[src/rtl/sto_pkg.sv]
// Shared types for the dual-channel torque-off supervisor.
// Assumes: nothing beyond IEEE 1800-2017 enums.
package sto_pkg;

    // Re-arm sequence states; only ARM_RUN drives torque.
    typedef enum logic [1:0] {
        ARM_LOCKED  = 2'd0,
        ARM_STOPPED = 2'd1,
        ARM_PRIMED  = 2'd2,
        ARM_RUN     = 2'd3
    } arm_state_t;

    // Phases of one channel's test pulse.
    typedef enum logic [1:0] {
        TP_IDLE    = 2'd0,
        TP_FORCE   = 2'd1,
        TP_RELEASE = 2'd2
    } tp_phase_t;

    // Number of stop-request channels handled by the supervisor.
    localparam int unsigned NUM_CH = 2;

endpackage

[src/rtl/sto_chan_filter.sv]
// Two-flop synchroniser followed by a debounce filter for one channel.
// The filtered output follows the synchronised input only after it has
// differed for DEB_CYC consecutive cycles. Resets to stop (0).
// Assumes: DEB_CYC >= 1.
module sto_chan_filter #(
    parameter int unsigned DEB_CYC = 4
) (
    input  logic clk,
    input  logic rst_n,
    input  logic raw_i,
    output logic filt_o
);
    localparam int unsigned CW = $clog2(DEB_CYC + 1);
    localparam logic [CW-1:0] CNT_LAST = CW'(DEB_CYC - 1);

    logic          meta_q;
    logic          sync_q;
    logic          filt_q;
    logic [CW-1:0] cnt_q;

    // Bring the asynchronous channel into the clock domain.
    always_ff @(posedge clk) begin
        if (!rst_n) begin
            meta_q <= 1'b0;
            sync_q <= 1'b0;
        end else begin
            meta_q <= raw_i;
            sync_q <= meta_q;
        end
    end

    // Accept a new level only after it has held for DEB_CYC cycles.
    always_ff @(posedge clk) begin
        if (!rst_n) begin
            filt_q <= 1'b0;
            cnt_q  <= '0;
        end else if (sync_q == filt_q) begin
            cnt_q <= '0;
        end else if (cnt_q == CNT_LAST) begin
            filt_q <= sync_q;
            cnt_q  <= '0;
        end else begin
            cnt_q <= cnt_q + 1'b1;
        end
    end

    assign filt_o = filt_q;
endmodule

[src/rtl/sto_disc_mon.sv]
// Discrepancy monitor: latches a fault when the filtered channels have
// disagreed for DISC_CYC consecutive unmasked cycles. The fault clears
// only when both channels are at stop.
// Assumes: DISC_CYC >= 1; mask_i is high while a test pulse runs.
module sto_disc_mon #(
    parameter int unsigned DISC_CYC = 32
) (
    input  logic clk,
    input  logic rst_n,
    input  logic a_i,
    input  logic b_i,
    input  logic mask_i,
    output logic fault_o
);
    localparam int unsigned CW = $clog2(DISC_CYC + 1);
    localparam logic [CW-1:0] CNT_LAST = CW'(DISC_CYC - 1);

    logic [CW-1:0] cnt_q;
    logic          fault_q;
    logic          differ;

    // Disagreement that counts toward the window.
    assign differ = (a_i != b_i) && !mask_i;

    // Count the length of the current disagreement, saturating.
    always_ff @(posedge clk) begin
        if (!rst_n) begin
            cnt_q <= '0;
        end else if (!differ) begin
            cnt_q <= '0;
        end else if (cnt_q != CNT_LAST) begin
            cnt_q <= cnt_q + 1'b1;
        end
    end

    // Latch the fault; release it once both channels rest at stop.
    always_ff @(posedge clk) begin
        if (!rst_n) begin
            fault_q <= 1'b0;
        end else if (differ && cnt_q == CNT_LAST) begin
            fault_q <= 1'b1;
        end else if (!a_i && !b_i) begin
            fault_q <= 1'b0;
        end
    end

    assign fault_o = fault_q;
endmodule

[src/rtl/sto_pulse_test.sv]
// Test-pulse engine for one channel: drives a forced-off line, waits for
// the channel to read stop, releases it, waits for enable again. Each
// phase is limited to TP_TO cycles; a timeout latches a stuck fault that
// clears when clr_i (both channels at stop) is seen.
// Assumes: start_i is only raised when the channel reads enable.
module sto_pulse_test #(
    parameter int unsigned TP_TO = 16
) (
    input  logic clk,
    input  logic rst_n,
    input  logic start_i,
    input  logic filt_i,
    input  logic clr_i,
    output logic drive_n_o,
    output logic busy_o,
    output logic stuck_o
);
    import sto_pkg::*;

    localparam int unsigned TW = $clog2(TP_TO + 1);
    localparam logic [TW-1:0] TMR_LAST = TW'(TP_TO - 1);

    tp_phase_t     phase_q;
    logic [TW-1:0] tmr_q;
    logic          stuck_q;
    logic          timeout;

    // A phase expires when its expected level has not arrived in time.
    always_comb begin
        timeout = 1'b0;
        if (tmr_q == TMR_LAST) begin
            if (phase_q == TP_FORCE && filt_i)
                timeout = 1'b1;
            if (phase_q == TP_RELEASE && !filt_i)
                timeout = 1'b1;
        end
    end

    // Step through force and release phases with a per-phase timer.
    always_ff @(posedge clk) begin
        if (!rst_n) begin
            phase_q <= TP_IDLE;
            tmr_q   <= '0;
        end else begin
            case (phase_q)
                TP_IDLE: begin
                    if (start_i) begin
                        phase_q <= TP_FORCE;
                        tmr_q   <= '0;
                    end
                end
                TP_FORCE: begin
                    if (!filt_i) begin
                        phase_q <= TP_RELEASE;
                        tmr_q   <= '0;
                    end else if (timeout) begin
                        phase_q <= TP_IDLE;
                    end else begin
                        tmr_q <= tmr_q + 1'b1;
                    end
                end
                TP_RELEASE: begin
                    if (filt_i || timeout) begin
                        phase_q <= TP_IDLE;
                    end else begin
                        tmr_q <= tmr_q + 1'b1;
                    end
                end
                default: phase_q <= TP_IDLE;
            endcase
        end
    end

    // Latch the stuck fault on timeout, clear it on both-stop.
    always_ff @(posedge clk) begin
        if (!rst_n) begin
            stuck_q <= 1'b0;
        end else if (timeout) begin
            stuck_q <= 1'b1;
        end else if (clr_i) begin
            stuck_q <= 1'b0;
        end
    end

    assign drive_n_o = (phase_q != TP_FORCE);
    assign busy_o    = (phase_q != TP_IDLE);
    assign stuck_o   = stuck_q;
endmodule

[src/rtl/sto_arm_fsm.sv]
// Re-arm sequencer: enforces stop -> re-arm pulse -> enable before torque,
// drops to the locked state on any stop, fault or power loss, and emits a
// one-cycle event whenever the running state is left.
// Assumes: rearm_i is synchronous; a_i/b_i are filtered levels.
module sto_arm_fsm (
    input  logic clk,
    input  logic rst_n,
    input  logic pwr_ok_i,
    input  logic a_i,
    input  logic b_i,
    input  logic rearm_i,
    input  logic fault_i,
    input  logic busy_i,
    output logic run_o,
    output logic evt_o
);
    import sto_pkg::*;

    arm_state_t state_q;
    arm_state_t state_d;
    logic       evt_q;
    logic       force_lock;
    logic       both_stop;
    logic       both_en;

    assign force_lock = !pwr_ok_i || fault_i;
    assign both_stop  = !a_i && !b_i;
    assign both_en    = a_i && b_i;

    // Next-state selection for the re-arm order.
    always_comb begin
        state_d = state_q;
        case (state_q)
            ARM_LOCKED: begin
                if (!force_lock && both_stop)
                    state_d = ARM_STOPPED;
            end
            ARM_STOPPED: begin
                if (force_lock || !both_stop)
                    state_d = ARM_LOCKED;
                else if (rearm_i)
                    state_d = ARM_PRIMED;
            end
            ARM_PRIMED: begin
                if (force_lock)
                    state_d = ARM_LOCKED;
                else if (both_en && !busy_i)
                    state_d = ARM_RUN;
            end
            ARM_RUN: begin
                if (force_lock || !both_en)
                    state_d = ARM_LOCKED;
            end
            default: state_d = ARM_LOCKED;
        endcase
    end

    // State register and trip-event pulse.
    always_ff @(posedge clk) begin
        if (!rst_n) begin
            state_q <= ARM_LOCKED;
            evt_q   <= 1'b0;
        end else begin
            state_q <= state_d;
            evt_q   <= (state_q == ARM_RUN) && (state_d != ARM_RUN);
        end
    end

    assign run_o = (state_q == ARM_RUN);
    assign evt_o = evt_q;
endmodule

[src/rtl/sto_supervisor.sv]
// Dual-channel torque-off supervisor top. Filters both stop-request
// channels, runs the discrepancy monitor and per-channel test pulses,
// and sequences the gate-driver enable through the re-arm FSM.
// Assumes: channel inputs are asynchronous, rearm/test requests and
// pwr_ok_i are synchronous to clk; TP_TO > DEB_CYC + 3.
module sto_supervisor #(
    parameter int unsigned DEB_CYC  = 4,
    parameter int unsigned DISC_CYC = 32,
    parameter int unsigned TP_TO    = 16
) (
    input  logic clk,
    input  logic rst_n,
    input  logic pwr_ok_i,
    input  logic ch_a_i,
    input  logic ch_b_i,
    input  logic rearm_i,
    input  logic tp_a_req_i,
    input  logic tp_b_req_i,
    output logic tp_a_n_o,
    output logic tp_b_n_o,
    output logic drv_en_o,
    output logic lock_o,
    output logic disc_fault_o,
    output logic stuck_fault_o,
    output logic trip_evt_o
);
    import sto_pkg::*;

    logic [NUM_CH-1:0] raw;
    logic [NUM_CH-1:0] filt;
    logic [NUM_CH-1:0] tp_req;
    logic [NUM_CH-1:0] tp_start;
    logic [NUM_CH-1:0] tp_drive_n;
    logic [NUM_CH-1:0] tp_busy;
    logic [NUM_CH-1:0] tp_stuck;
    logic              run;
    logic              disc_fault;
    logic              both_stop;
    logic              test_ok;

    assign raw    = {ch_b_i, ch_a_i};
    assign tp_req = {tp_b_req_i, tp_a_req_i};
    assign both_stop = ~|filt;
    assign test_ok   = !run && !(|tp_busy);

    // Grant at most one test start, lowest channel first.
    always_comb begin
        logic taken;
        taken = 1'b0;
        for (int i = 0; i < NUM_CH; i++) begin
            tp_start[i] = tp_req[i] && test_ok && filt[i] && !taken;
            taken       = taken || tp_start[i];
        end
    end

    for (genvar g = 0; g < NUM_CH; g++) begin : g_ch
        sto_chan_filter #(.DEB_CYC(DEB_CYC)) u_filt (
            .clk    (clk),
            .rst_n  (rst_n),
            .raw_i  (raw[g]),
            .filt_o (filt[g])
        );
        sto_pulse_test #(.TP_TO(TP_TO)) u_tp (
            .clk       (clk),
            .rst_n     (rst_n),
            .start_i   (tp_start[g]),
            .filt_i    (filt[g]),
            .clr_i     (both_stop),
            .drive_n_o (tp_drive_n[g]),
            .busy_o    (tp_busy[g]),
            .stuck_o   (tp_stuck[g])
        );
    end

    sto_disc_mon #(.DISC_CYC(DISC_CYC)) u_disc (
        .clk     (clk),
        .rst_n   (rst_n),
        .a_i     (filt[0]),
        .b_i     (filt[1]),
        .mask_i  (|tp_busy),
        .fault_o (disc_fault)
    );

    sto_arm_fsm u_fsm (
        .clk      (clk),
        .rst_n    (rst_n),
        .pwr_ok_i (pwr_ok_i),
        .a_i      (filt[0]),
        .b_i      (filt[1]),
        .rearm_i  (rearm_i),
        .fault_i  (disc_fault || (|tp_stuck)),
        .busy_i   (|tp_busy),
        .run_o    (run),
        .evt_o    (trip_evt_o)
    );

    assign drv_en_o      = run && pwr_ok_i;
    assign lock_o        = !run;
    assign disc_fault_o  = disc_fault;
    assign stuck_fault_o = |tp_stuck;
    assign tp_a_n_o      = tp_drive_n[0];
    assign tp_b_n_o      = tp_drive_n[1];
endmodule

[config.mk]
export PLATFORM = sky130hd
export DESIGN_NAME = sto_supervisor
export DESIGN_NICKNAME = d
export VERILOG_FILES = /design/src/rtl/sto_pkg.sv /design/src/rtl/sto_chan_filter.sv /design/src/rtl/sto_disc_mon.sv /design/src/rtl/sto_pulse_test.sv /design/src/rtl/sto_arm_fsm.sv /design/src/rtl/sto_supervisor.sv
export SDC_FILE = /design/constraint.sdc
export NUM_CORES = 1
export LEC_CHECK = 0
export BUFFER_PORTS_ARGS = -buffer_cell sky130_fd_sc_hd__buf_4
export CAP_MARGIN = 25
export CORE_MARGIN = 2
export CORE_UTILIZATION = 43
export DETAILED_ROUTE_END_ITERATION = 6
export PLACE_DENSITY_LB_ADDON = 0.25
export SKIP_CTS_REPAIR_TIMING = 1
export SYNTH_ARGS = -nofsm -noshare
export SYNTH_HDL_FRONTEND = slang
export SYNTH_SLANG_ARGS = --single-unit
[constraint.sdc]
create_clock -name clk -period 4.25 [get_ports clk]
set_input_delay 0 -clock clk [delete_from_list [all_inputs] [get_ports clk]]
set_output_delay 0 -clock clk [all_outputs]
set_load 0.005 [all_outputs]
==> metrics, run 1 <==
status complete, no violations; ys async rst share 0; Slew @ Worst Pin 710.8 ps; synth warn 0; Max Fanout on Critical Path 6; Fin Clk Skew 2.846 ps; Port Buffer Count 14; CP arrival 2430 ps; Post-Place Cells 276; P_leak 0.8476 nW; residual DRC count 0; nets@finish 263; Seq/Total Area, Yosys 0.3910; Ports 15; Syn Area/Cell 9.007 sq um; first-pass GRT wire length 6189 um; CTS tree yes; kind of critical path register to register; largest net degree at the start of global routing 17; Layout Cells excl Fill 287; Vias 1,512; Routed WL 3486 um; CORE AREA 4354 sq um; Setup WS post-layout 2033 ps; r2r setup slk 2030 ps; min Tclk post-route 2217 ps; cell area power density 339.2 nW/um^2; clock buffer count from CTS 5; WP data required 4460 ps; Vias/cell 5.268; cell taking the most area after synthesis dfxtp_1; Final Cell Area 2206 sq um; peak supply drop 0.1590 mV; Initial DRC Count 44; flops & latches, synth 38; die width 71.27 um; Final Hold Viols 0; CTS H-tree depth 2; number of global-route vias before repair 1,386; Synth-to-Final Area Change 13.38%; Worst Setup EP g_ch[1].u_tp.tmr_q[1]; Placer Congestion 0.7728; post-synth top area share 0.3910; reg2reg end g_ch[1].u_tp.tmr_q[1]; Post-synth top cells 38 x dfxtp_1, 21 x ha_1, 20 x a21oi_1, 20 x inv_1, 13 x nor2_1; Area after DPL 2085 sq um; wire per inst 12.15 um; Period Utilization, post-route 0.5217; Clk pin slew, worst setup/hold paths 70 ps; ANT nets after route 0; drt pass-1 iters 4; most common cell in the netlist dfxtp_1; ratio of cells with drive above 1 in the final layout 0.1234; Slew HR 0.5221; dpl ws 2038 ps; Rows 24; initial cell density of the core 0.4468; Yosys cell types 43; critical path launch point g_ch[1].u_tp.tmr_q[0]; Synth Flop Type dfxtp_1; clk buf depth 2; GRT Total Usage 0.1531; top post-synthesis cells by area dfxtp_1 39%, ha_1 14%, a21oi_1 5.1%, inv_1 3.9%, o21ai_0 2.8%; RSZ-0062 raised after global routing no; aggregate global routing overflow 0; Root Buffer clkbuf_8; Fin Setup TNS 0 ps; Worst setup SP type register; initial antenna violation count 0; Crit. End Element register; Mapped Area 1946 sq um; clock insertion delay at the later pin of the skew report 280 ps; Setup Viol. Count Final 0; die height 71.27 um; f_max 451.0 MHz; Final Max Tran Viols 0; Worst Hold Class input port to register; die area 5079 sq um; syn_nets 245; Final Power 0.7481 mW; DP Wirelength 2570 um; antenna cell count 0; RR Startpoint g_ch[1].u_tp.tmr_q[0]; Gate Count Post-Synth 216; Max Cap Viol 0; # clock sinks 38; Worst R2R Path Depth 7; Post-synth EDFFs 0
-- flip-flops by register name (all words and copies together) (netlist names) --
| name | count |
|---|---|
| g_ch.u_filt.cnt_q | 6 |
| g_ch.u_filt.filt_o | 2 |
| u_disc.fault_o | 1 |
| g_ch.u_filt.sync_q | 2 |
| g_ch.u_tp.tmr_q | 10 |
| u_disc.cnt_q | 6 |
| u_fsm.evt_o | 1 |
| g_ch.u_tp.phase_q | 4 |
| g_ch.u_filt.meta_q | 2 |
| g_ch.u_tp.stuck_o | 2 |
| u_fsm.state_q | 2 |
-- critical path, cell delays in order, from the launching register on --
cell	delay, ps
dfxtp_1	320
ha_1	210
and3_1	180
ha_1	240
a21o_1	210
a221o_1	340
or4b_1	500
a21oi_1	140
-- cell usage in the layout (no fill, tap or decap), types with 3 or more instances in the layout --
cell type / n
or4_1: 4
nor3b_1: 3
nand2b_1: 4
buf_4: 14
clkbuf_8: 6
dlygate4sd3_1: 3
dfxtp_1: 38
mux2i_1: 4
and3_1: 5
o21a_1: 3
nor2_1: 13
a21oi_1: 20
nand2_1: 7
or2_2: 3
inv_1: 20
and2_1: 4
ha_1: 21
xnor2_1: 5
o21ai_0: 11
o31ai_1: 4
nand3_1: 8
or3_1: 3
-- per-layer routing --
metal / vias to the layer above / part of all wire / global-route usage
met5: - / 0 / 0
met4: 0 / 0.016 / 0.06289
li1: 799 / - / -
met1: 695 / 0.54 / 0.2149
met3: 5 / 0.027 / 0.04219
met2: 13 / 0.42 / 0.2222
-- worst min-delay path by stage --
stage | startpoint | end | cells past startpoint
final | rst_n | g_ch[0].u_filt.sync_q | 2
after global routing | rst_n | g_ch[1].u_filt.meta_q | 2
after CTS | ch_a_i | g_ch[0].u_filt.meta_q | 2
after detailed placement | ch_b_i | g_ch[1].u_filt.meta_q | 2
after global placement | ch_a_i | g_ch[0].u_filt.meta_q | 2
after floorplan | ch_a_i | g_ch[0].u_filt.meta_q | 1
-- cells by family (layout without fill, tap and decap cells) --
group | count (synthesis) | count (layout) | synth area share
buf+inv | 26 | 45 | 0.05466
mux | 4 | 4 | 0.02058
compound gates | 54 | 54 | 0.1756
simple gates | 67 | 67 | 0.1961
fa+ha+maj | 21 | 21 | 0.1350
xor+xnor | 6 | 6 | 0.02701
flops | 38 | 38 | 0.3910
-- cell type report --
class | count | area (sq um)
sequential | 38 | 760.7
clock inverter | 1 | 5.005
fill | 412 | 2148
multi-input combinational | 152 | 1079
timing repair buffer | 17 | 135.1
tap | 52 | 65.06
clock buffer | 7 | 86.33
inverter | 20 | 75.07
-- report_power, final --
part | internal (mW) | switching (mW) | total [mW]
Clock | 0.131 | 0.122 | 0.253
Combinational | 0.0475 | 0.0663 | 0.114
Sequential | 0.370 | 0.0110 | 0.381
-- metrics by stage --
step                utilization  hold slack (ps)
floorplan                     -            127.3
global placement         0.4787            209.6
detailed placement       0.4787            211.9
CTS                      0.4997           -89.92
global route             0.5066            59.11
finish                   0.5066            44.21
Note: power is estimated with default switching activity, not from simulation.
==> inputs of run 2 (changes only) <==
clock period = 2.1 ns   (was 4.25 ns; I/O delays follow)
==> run 2 against run 1 <==
Sequential share of layout area decreased by 1.4 points. Clock skew rose by 3.8 ps. Die area did not move. Worst hold slack better by 1.9 ps. Power grew 110%. Count of clock-buffer cells in the layout down 1. Non-clock buffer count is 7 higher. First-iteration DRC count down 9.1%. Cell area grew 4.9%. Combinational power is 130% higher. Critical endpoint unchanged. Largest cell class unchanged. Highest routed layer unchanged.
==> metrics, run 2 (same netlist as run 1, synthesis figures left out) <==
Util after Layout 0.5313 (+0.02471); Routed WL 3593 um (+3.1%); largest reg by FF count g_ch.u_tp.tmr_q; antenna cell count 0 (unchanged); CORE AREA 4354 sq um (unchanged); status complete, no violations; met1 usage 0.2263 (+0.01149); CTS tree yes; Final Max Tran Viols 0 (unchanged); Setup Viol. Count Final 0 (unchanged); die width 71.27 um (unchanged); Synth-to-Final Area Change 18.91%; kind of critical path register to register; ANT nets after route 0 (unchanged); Comb pwr share 0.165 (+0.013); instance count on the critical path 7 (unchanged); nets@finish 270 (+2.7%); Root Buffer clkbuf_8; ratio of cells with drive above 1 in the final layout 0.1901 (+0.06668); Layout Cells excl Fill 294 (+2.4%); Initial DRC Count 40 (-9.1%); most frequent cells in the layout 36 x dfxtp_1, 21 x buf_4, 20 x inv_1; P_leak 0.8848 nW (+4.4%); Rows 24 (unchanged); GRT Total Usage 0.1578 (+0.004720); Max Cap Viol 0 (unchanged); most frequent CP cell ha_4; Buffers & Inverters on Critical Path 0 (unchanged); DP Wirelength 2619 um (+1.9%); aggregate global routing overflow 0 (unchanged); hold slack 46.15 ps (+1.945 ps); f_max 493.1 MHz (+9.3%); dpl ws -18.92 ps (-2057 ps); Hold Path Origin rst_n; initial antenna violation count 0 (unchanged); Slew HR 0.6597 (+0.1376); Final Power 1.553 mW (+110%); largest net degree at the start of global routing 17 (unchanged); Period Utilization, post-route 0.9657 (+0.4440); Pint 1.127 mW (+110%); CP arrival 2240 ps (-190 ps); Port Buffer Count 14 (unchanged); Post-Place Cells 283 (+2.5%); Fin Setup TNS 0 ps (unchanged); Ports 15 (unchanged); Crit. End Element register; # clock sinks 38 (unchanged); Seq pwr share 0.496 (-0.013); RR Startpoint g_ch[1].u_tp.tmr_q[0]; drt pass-1 iters 4 (unchanged); Placer Congestion 0.8110 (+4.9%); critical path launch point g_ch[1].u_tp.tmr_q[0]; crit-path max cell delay 470 ps (-30 ps); cell area power density 671.2 nW/um^2 (+98%); Switching Share 0.2740 (+0.007154); die area 5079 sq um (unchanged); Setup WS post-layout 72.08 ps (-1961 ps); RSZ-0062 raised after global routing yes; number of global-route vias before repair 1,486 (+7.2%); Area after DPL 2140 sq um (+2.6%); Net Switching 0.4255 mW (+110%); CTS H-tree depth 2 (unchanged); clock buffer count from CTS 5 (unchanged); Final Hold Viols 0 (unchanged); Top delay family on crit path simple AND/OR/NAND/NOR gates; Worst R2R Path Depth 7 (unchanged); Final Cell Area 2313 sq um (+4.9%); Vias/cell 5.265 (about the same); Worst setup SP type register; Vias 1,548 (+2.4%); WP data required 2310 ps (-2150 ps); residual DRC count 0 (unchanged); peak supply drop 0.2462 mV (+55%); initial cell density of the core 0.4468 (unchanged); Worst Hold Class input port to register; hold path cells 2 (unchanged); first-pass GRT wire length 6403 um (+3.5%); CP max-delay cell or4b_1; Clk pin slew, worst setup/hold paths 70 ps (about the same); clk buf depth 2 (unchanged); gr busiest metal met1; Max Fanout on Critical Path 3 (-3); commonest non-fill, non-tap cell in the layout dfxtp_1; Global Route met2 Usage 0.2253 (+0.003086); Layout fillers 404 (-1.9%); min Tclk post-route 2028 ps (-189.3 ps); clock insertion delay at the later pin of the skew report 290 ps (about the same); Clock power frac 0.339 (about the same); crit path cell chain ha_4 -> and3_4 -> ha_4 -> a21o_1 -> a221o_1 -> or4b_1 -> a21oi_1; Fin Clk Skew 6.666 ps (+3.820 ps); Top Registers g_ch.u_tp.tmr_q (10), g_ch.u_filt.cnt_q (6), u_disc.cnt_q (6); met3 GRT Util 0.04360 (+0.001406); wire per inst 12.22 um (+0.62%); die height 71.27 um (unchanged); Slew @ Worst Pin 509.9 ps (-200.9 ps); max reg flops 10 (unchanged)
==> run 2: cell count changes in the layout (fill, tap and decap cells not counted), moves of 2 or more <==
cell,delta
buf_4,+7
ha_1,-2
dfxtp_1,-2
ha_4,+2
a21oi_2,+2
a21oi_1,-2
==> run 2: layer usage <==
layer,routed length (um),part of all wire
met3,138,0.038
met1,1845,0.51
met4,41,0.011
met5,0,0
met2,1568,0.44
==> run 2: cell type report <==
class | count | area [sq um] | share of cell area
clock buffers | 6 | 82.58 | 0.03569
clock inverters | 2 | 12.51 | 0.005408
inverters | 20 | 75.07 | 0.03245
multi-input cells | 152 | 1125 | 0.4862
flip-flops and latches | 38 | 765.7 | 0.3310
well taps | 52 | 65.06 | 0.02812
repair buffers | 24 | 187.7 | 0.08112
==> run 2: power by group through the flow <==
stage               Sequential [mW]  Clock [mW]  Combinational [mW]
global route                  0.777       0.578               0.299
global placement              0.788           0               0.250
floorplan                     0.783           0               0.162
CTS                           0.772       0.547               0.254
detailed placement            0.788           0               0.254
finish                        0.771       0.526               0.257
==> run 2: path summary, 6_finish.rpt <==
path	end	slack (ps)
worst min register to register	g_ch[1].u_filt.cnt_q[0]	420
worst max-delay path	g_ch[1].u_tp.tmr_q[1]	70
worst min-delay path	g_ch[0].u_filt.sync_q	50
worst max register to register	g_ch[1].u_tp.tmr_q[1]	70
==> inputs of run 3 (changes only) <==
MAX_ROUTING_LAYER = met4   (was not set)
==> run 3 against run 2 <==
Via count is 0.19% higher. Clock skew hardly changed. Critical path depth did not move. Count of clock-buffer cells in the layout unchanged. Global-route usage is 0.47 points higher. First-iteration DRC count unchanged. Combinational power hardly changed. Maximum frequency is essentially flat. Sequential cell count did not move. Wire length is essentially flat. Worst hold slack worse by 1.2 ps. Die area did not move. Critical endpoint unchanged.
==> metrics, run 3 (same netlist as run 1, synthesis figures left out) <==
RSZ-0062 raised after global routing yes; cell area power density 671.5 nW/um^2 (about the same); die width 71.27 um (unchanged); initial cell density of the core 0.4468 (unchanged); Ports 15 (unchanged); number of global-route vias before repair 1,486 (unchanged); largest reg by FF count g_ch.u_tp.tmr_q; area of the multi-input gates 1125 sq um (unchanged); P_leak 0.8848 nW (unchanged); CP max-delay cell or4b_1; residual DRC count 0 (unchanged); most frequent cells in the layout 36 x dfxtp_1, 21 x buf_4, 20 x inv_1; Root Buffer clkbuf_8; nets@finish 270 (unchanged); crit path cell chain ha_4 -> and3_4 -> ha_4 -> a21o_1 -> a221o_1 -> or4b_1 -> a21oi_1; Top Registers g_ch.u_tp.tmr_q (10), g_ch.u_filt.cnt_q (6), u_disc.cnt_q (6); Setup Viol. Count Final 0 (unchanged); clock insertion delay at the later pin of the skew report 290 ps (about the same); ratio of cells with drive above 1 in the final layout 0.1901 (unchanged); Routed WL 3590 um (about the same); GRT Total Usage 0.1626 (+0.004747); Vias 1,551 (+0.19%); Worst Hold Class input port to register; peak supply drop 0.2462 mV (about the same); Crit. End Element register; WP data required 2310 ps (about the same); wire per inst 12.21 um (about the same); clk buf depth 2 (unchanged); # clock sinks 38 (unchanged); Final Max Tran Viols 0 (unchanged); status complete, no violations; die height 71.27 um (unchanged); Pint 1.127 mW (about the same); Placer Congestion 0.8230 (+1.5%); Post-Place Cells 283 (unchanged); Area after DPL 2140 sq um (unchanged); Max Cap Viol 0 (unchanged); largest net degree at the start of global routing 17 (unchanged); DP Wirelength 2619 um (unchanged); initial antenna violation count 0 (unchanged); Layout Cells excl Fill 294 (unchanged); FF+latch area 765.7 sq um (unchanged); ANT nets after route 0 (unchanged); die area 5079 sq um (unchanged); Layout fillers 404 (unchanged); Final Cell Area 2313 sq um (unchanged); hold slack 44.97 ps (-1.185 ps); clock buffer count from CTS 5 (unchanged); Final Hold Viols 0 (unchanged); Clk pin slew, worst setup/hold paths 70 ps (about the same); Switching Share 0.2744 (+0.0003970); Max Fanout on Critical Path 3 (unchanged); most frequent CP cell ha_4; Rows 24 (unchanged); aggregate global routing overflow 0 (unchanged); commonest non-fill, non-tap cell in the layout dfxtp_1; Period Utilization, post-route 0.9657 (about the same); Seq pwr share 0.496 (about the same); Clock power frac 0.339 (about the same); Worst setup SP type register; CORE AREA 4354 sq um (unchanged); CTS H-tree depth 2 (unchanged); crit-path max cell delay 470 ps (about the same); max reg flops 10 (unchanged); CTS tree yes; Slew @ Worst Pin 509.8 ps (-0.1028 ps); CP arrival 2240 ps (about the same); Net Switching 0.4264 mW (+0.20%); Synth-to-Final Area Change 18.91% (unchanged); Vias/cell 5.276 (+0.19%); drt pass-1 iters 4 (unchanged); Slew HR 0.6598 (about the same); Fin Clk Skew 6.979 ps (+0.3130 ps); min Tclk post-route 2028 ps (-0.02020 ps); first-pass GRT wire length 6403 um (unchanged); antenna cell count 0 (unchanged); Initial DRC Count 40 (unchanged); kind of critical path register to register; Port Buffer Count 14 (unchanged); f_max 493.1 MHz (about the same); Comb pwr share 0.165 (about the same)
[run 3: cell counts in the layout (fill, tap and decap cells not counted)]
Identical to the previous run, type by type.
[run 3: worst paths after layout]
path,to,cells after the start,from,slack (ps)
worst max-delay path,g_ch[1].u_tp.tmr_q[1],7,g_ch[1].u_tp.tmr_q[0],70
worst min-delay path,g_ch[0].u_filt.sync_q,2,rst_n,40
worst max register to register,g_ch[1].u_tp.tmr_q[1],7,g_ch[1].u_tp.tmr_q[0],70
worst min register to register,g_ch[1].u_filt.cnt_q[0],1,g_ch[1].u_filt.cnt_q[0],420
[run 3: through the flow]
step | total power, mW | setup TNS (ps) | util | setup slack (ps)
finish | 1.554 | 0 | 0.5313 | 72.10
global route | 1.654 | -8.583 | 0.5313 | -7.833
CTS | 1.572 | -144.0 | 0.5132 | -50.82
detailed placement | 1.042 | -33.33 | 0.4914 | -18.92
global placement | 1.038 | 0 | 0.4914 | 22.54
floorplan | 0.9446 | 0 | - | 28.69
[run 3: power groups by stage]
| stage | combinational (mW) | clock, mW | sequential, mW |
|---|---|---|---|
| floorplan | 0.162 | 0 | 0.783 |
| global placement | 0.250 | 0 | 0.788 |
| detailed placement | 0.254 | 0 | 0.788 |
| CTS | 0.254 | 0.547 | 0.772 |
| global route | 0.299 | 0.578 | 0.777 |
| finish | 0.257 | 0.526 | 0.771 |
[run 3: final cells by class]
class | count | area share
Clock buffer | 6 | 0.03569
Clock inverter | 2 | 0.005408
Inverter | 20 | 0.03245
Multi-Input combinational cell | 152 | 0.4862
Sequential cell | 38 | 0.3310
Tap cell | 52 | 0.02812
Timing Repair Buffer | 24 | 0.08112
[run 3: critical path, delay by kind of cell (launching register included)]
kind,cells,cell delay (ps)
fa+ha+maj,2,310
simple gates,2,650
flops,1,360
compound gates,3,640
[run 3: metal layers]
metal | track usage | up-vias | part of all wire
met5 | - | - | 0
met4 | 0.06080 | 0 | 0.015
met3 | 0.04360 | 7 | 0.041
met2 | 0.2253 | 20 | 0.43
met1 | 0.2263 | 709 | 0.51
li1 | - | 815 | -
